--- src/rtl/addsub_pkg.sv ---
package addsub_pkg;
  typedef struct packed {
    logic eq;
    logic ge;
    logic lt;
    logic gt;
  } cmp_flags_t;
endpackage

--- src/rtl/fa_cell.sv ---
module fa_cell (
  input  logic x,
  input  logic y,
  input  logic ci,
  output logic s,
  output logic co
);
  logic p;
  assign p  = x ^ y;
  assign s  = p ^ ci;
  assign co = (x & y) | (ci & p);
endmodule

--- src/rtl/ripple_addsub.sv ---
module ripple_addsub #(
  parameter int WIDTH = 4
) (
  input  logic             sub,
  input  logic [WIDTH-1:0] a,
  input  logic [WIDTH-1:0] b,
  output logic [WIDTH-1:0] sum,
  output logic             cout
);
  logic [WIDTH-1:0] b_eff;
  logic [WIDTH:0]   c;

  assign b_eff = b ^ {WIDTH{sub}};
  assign c[0]  = sub;

  for (genvar i = 0; i < WIDTH; i++) begin : g_bit
    fa_cell u_fa (
      .x  (a[i]),
      .y  (b_eff[i]),
      .ci (c[i]),
      .s  (sum[i]),
      .co (c[i+1])
    );
  end

  assign cout = c[WIDTH];
endmodule

--- src/rtl/flag_derive.sv ---
module flag_derive
  import addsub_pkg::*;
#(
  parameter int WIDTH = 4
) (
  input  logic             sub,
  input  logic [WIDTH-1:0] diff,
  input  logic             cout,
  output cmp_flags_t       flags
);
  logic zero;
  assign zero = (diff == '0);

  always_comb begin
    flags = '0;
    if (sub) begin
      flags.eq = zero;
      flags.ge = cout;
      flags.lt = ~cout;
      flags.gt = cout & ~zero;
    end
  end
endmodule

--- src/rtl/addsub_cmp.sv ---
module addsub_cmp
  import addsub_pkg::*;
#(
  parameter int WIDTH = 4
) (
  input  logic             clk,
  input  logic             rst,
  input  logic             in_valid,
  input  logic             sub_mode,
  input  logic [WIDTH-1:0] op_a,
  input  logic [WIDTH-1:0] op_b,
  output logic [WIDTH-1:0] res_q,
  output logic             carry_q,
  output logic             eq_q,
  output logic             ge_q,
  output logic             lt_q,
  output logic             gt_q,
  output logic             done_q
);
  logic [WIDTH-1:0] sum_d;
  logic             cout_d;
  cmp_flags_t       flags_d;
  cmp_flags_t       flags_q;

  ripple_addsub #(.WIDTH(WIDTH)) u_chain (
    .sub  (sub_mode),
    .a    (op_a),
    .b    (op_b),
    .sum  (sum_d),
    .cout (cout_d)
  );

  flag_derive #(.WIDTH(WIDTH)) u_flags (
    .sub   (sub_mode),
    .diff  (sum_d),
    .cout  (cout_d),
    .flags (flags_d)
  );

  always_ff @(posedge clk) begin
    if (rst) begin
      res_q   <= '0;
      carry_q <= 1'b0;
      flags_q <= '0;
      done_q  <= 1'b0;
    end else begin
      done_q <= in_valid;
      if (in_valid) begin
        res_q   <= sum_d;
        carry_q <= cout_d;
        flags_q <= flags_d;
      end
    end
  end

  assign eq_q = flags_q.eq;
  assign ge_q = flags_q.ge;
  assign lt_q = flags_q.lt;
  assign gt_q = flags_q.gt;
endmodule

--- config.mk ---
export PLATFORM = sky130hd
export DESIGN_NAME = addsub_cmp
export DESIGN_NICKNAME = d
export VERILOG_FILES = /design/src/rtl/addsub_pkg.sv /design/src/rtl/fa_cell.sv /design/src/rtl/ripple_addsub.sv /design/src/rtl/flag_derive.sv /design/src/rtl/addsub_cmp.sv
export SDC_FILE = /design/constraint.sdc
export NUM_CORES = 1
export LEC_CHECK = 0
export BUFFER_PORTS_ARGS = -buffer_cell sky130_fd_sc_hd__buf_2
export CAP_MARGIN = 10
export CORE_AREA = 2 2 39 41
export CTS_BUF_LIST = sky130_fd_sc_hd__clkbuf_8
export DETAILED_ROUTE_END_ITERATION = 7
export DIE_AREA = 0 0 41 43
export PLACE_DENSITY = 0.66
export SLEW_MARGIN = 20
export SYNTH_ARGS = -nofsm -noshare
export SYNTH_HDL_FRONTEND = slang
export SYNTH_SLANG_ARGS = --single-unit
--- constraint.sdc ---
create_clock -name clk -period 2.4 [get_ports clk]
set_input_delay 0.24 -clock clk [delete_from_list [all_inputs] [get_ports clk]]
set_output_delay 0.24 -clock clk [all_outputs]
set_load 0.02 [all_outputs]
==> results.md <==
* Outcome: completed
* Port Buffers at 21
* Final Hold Fails at 0
* Area Overhead vs Synth at 32.8%
* Cell Pwr Density at roughly 750 mW/mm²
* Placed Instances at 83
* Most frequent cell after synthesis: dfxtp_1
* Core area at 0.00138 mm²
* Cell chain of the critical path: buf_2, mux2_2, fa_1, inv_1, fa_1, inv_1, fa_1, nor2_1, nand3_1, a41o_1
* Maximum vdd drop at 0.357 mV
* Synth Register Bits at 10
* First-pass GRT wire length at roughly 1.4 mm
* # DRC at 0
* Crit path from: op_b[0]
* Clock Power Share at about two fifths
* Vias in the first global route at 343
* Postcts setup bufs at 0
* Diode count at 0
* Cts repair resizes at 0
* Syn nets at 63
* Syn Area/Cell at 10.4 µm²
* Io pins at 22
* Top post-synthesis cells by count: dfxtp_1 (10), nor2_1 (6), fa_1 (3), inv_1 (3), mux2i_1 (3)
* Relative slew slack at 82.1%
* CTS root buffer: clkbuf_8
* Initial Util at 36.1%
* Maximum level of the CTS H-tree at 1
* Register share of total power at 37.4%
* Setup slack, reg-to-reg at 1.59 ns
* CP most frequent cell: fa_1
* Pint at 0.368 mW
* Slowest CP cell: fa_1
* Layout Skew at 0 ns
* Net Sw Frac at 25.8%
* Crit. End Element: flip-flop
* CP required at 2.52 ns
* GRT Util Overall at 12.0%
* Site Rows at 14
* Startpoint of the worst register-to-register path: eq_q$_SDFFE_PP0P_
* Hold Crit Endpoint: res_q[1]$_SDFFE_PP0P_
* Placed cell area at 608 µm²
* DP HPWL at 652 µm
* Chip height at 43 µm
* Critical path type: primary input to flip-flop
* Combinational Power Share at 20.9%
* DR pass1 iterations at 4
* Die width at 41 µm
* Final net count at 87
* Drt wl/cell at around 10 µm
* CTS tree: built
* Vias at 404
* Post-synth cell types at 22
* Final setup fails at 0
* Largest net degree at the start of global routing at 16
* R2R cell count at 2
* Post-synth EDFFs at 0
* Worst-Margin Slew at roughly 0.27 ns
* Sequential fraction of the synthesis area at 40.1%
* Initial antenna violation count at 0
* Placer congestion estimate at 0.691
* Min Hold Slack at around 0.32 ns
* Final Non-Filler Cells at 87
* # fillers at 133
* Pins over their slew limit at 0
* LEAKAGE at 0.327 nW
* Cell area after layout at 663 µm²
* Synth top area cells: dfxtp_1 (40%), fa_1 (12%), mux2i_1 (6.0%)
* Hold Path Cell Cnt at 2
* Period utilization at 87.1%
* Total gr overflow at 0
* Worst hold-check path type: primary input to flip-flop
* DIE AREA at ~0.0018 mm²
* Slowest stage delay, CP at 0.45 ns
* CP max FO at 2
* CTS buffer count at 3
* Hold Startpoint: rst
* Yosys top cell by area: dfxtp_1
* Initial DRC Count at 4
* Post-synth top area share at around 40%
* Worst-Skew Late Latency at 0.23 ns
* Layout cells sized above 1 at 39.4%
* CTS Hold Bufs at 0
* Fmax at 0.478 GHz
* R2R Path End: eq_q$_SDFFE_PP0P_
* Synth Instances at 48
* Post-synth top flop: dfxtp_1
* Average vias per placed instance at 4.64
* Mapped cell area at between 400 and 500 µm²
* Final core occ at 47.9%
* Async S/R FF share, synth at 0%
* Sw power at 0.128 mW
* Number of synthesis warnings at 0
* Max-Cap Viols at 0
* Clock transition at path regs at around 0.05 ns
* # clock sinks at 10
* RSZ-0062 raised after global routing: false
* Setup TNS at 0 ns
* Crit path time final at around 2.1 ns
* Final WL at 865 µm
* Clock buffer depth at 2
* Antenna-violating nets left at 0
* WP data arrival at 2.22 ns
* Worst Setup Start Kind: primary input
[layout by cell type (no fill, tap or decap), drive strengths merged]
master | netlist | final
a21oi | 2 | 2
xor2 | 2 | 2
mux2i | 3 | 3
or3b | 1 | 1
xnor2 | 2 | 2
mux2 | 1 | 1
nand3b | 1 | 1
nand2b | 2 | 2
inv | 3 | 3
nor2 | 6 | 6
buf | 3 | 22
o31ai | 1 | 1
dfxtp | 10 | 10
and2b | 1 | 1
fa | 3 | 3
a41o | 1 | 1
nor3b | 1 | 1
nand2 | 1 | 1
a211oi | 2 | 2
clkbuf | 0 | 4
nand3 | 2 | 2
[layout make-up]
cell class,count,area [µm²],share of cell area [%]
multi-input combinational,32,264,39.8
timing repair buffer,22,113,17.0
sequential,10,200,30.2
inverter,3,11.3,1.70
clock buffer,4,55.1,8.30
tap,16,20.0,3.02
[state kept, by name, summed over array words and instances (netlist names)]
| register | cells |
|---|---|
| carry_q | 1 |
| done_q | 1 |
| eq_q | 1 |
| ge_q | 1 |
| gt_q | 1 |
| lt_q | 1 |
| res_q | 4 |
[stage by stage]
stage	power, mW	setup WS (ns)
global route	0.524	0.168
global placement	0.292	0.0697
CTS	0.502	0.295
floorplan	0.262	0.141
detailed placement	0.293	0.0551
finish	0.497	0.309
[cells by family (layout without fill, tap and decap cells)]
logic type	Yosys count	in the layout	synth area share (%)
buf+inv	6	29	7.02
compound gates	6	6	9.52
flops	10	10	40.1
xor+xnor	4	4	7.02
fa+ha+maj	3	3	12.0
mux	4	4	8.27
simple gates	15	15	16.0
[critical path: cells and delay by family]
family	cells	cell delay, ns
muxes	1	0.34
buffers and inverters	3	0.22
AOI/OAI and AO/OA	1	0.25
adders and majority gates	3	0.95
and+or+nand+nor	2	0.23
[power by group through the flow]
stage               Sequential [mW]  Clock [mW]  Combinational (mW)
global route                  0.187       0.221               0.116
global placement              0.188           0               0.104
CTS                           0.185       0.212               0.104
finish                        0.185       0.207               0.104
detailed placement            0.188           0               0.104
floorplan                     0.205           0              0.0565
[worst max path at each step]
| stage | to | slack (ns) | cells past startpoint |
|---|---|---|---|
| final | gt_q$_SDFFE_PP0P_ | 0.31 | 10 |
| after global routing | gt_q$_SDFFE_PP0P_ | 0.17 | 10 |
| after CTS | gt_q$_SDFFE_PP0P_ | 0.30 | 10 |
| after detailed placement | gt_q$_SDFFE_PP0P_ | 0.06 | 10 |
| after global placement | gt_q$_SDFFE_PP0P_ | 0.07 | 10 |
| after floorplan | gt_q$_SDFFE_PP0P_ | 0.14 | 10 |
[layer usage]
layer  routed length (µm)  track usage, %
met3                   39            4.71
met1                  409            15.5
met5                    0               0
met2                  390            15.0
met4                   25            10.0
Note: power is estimated with default switching activity, not from simulation.
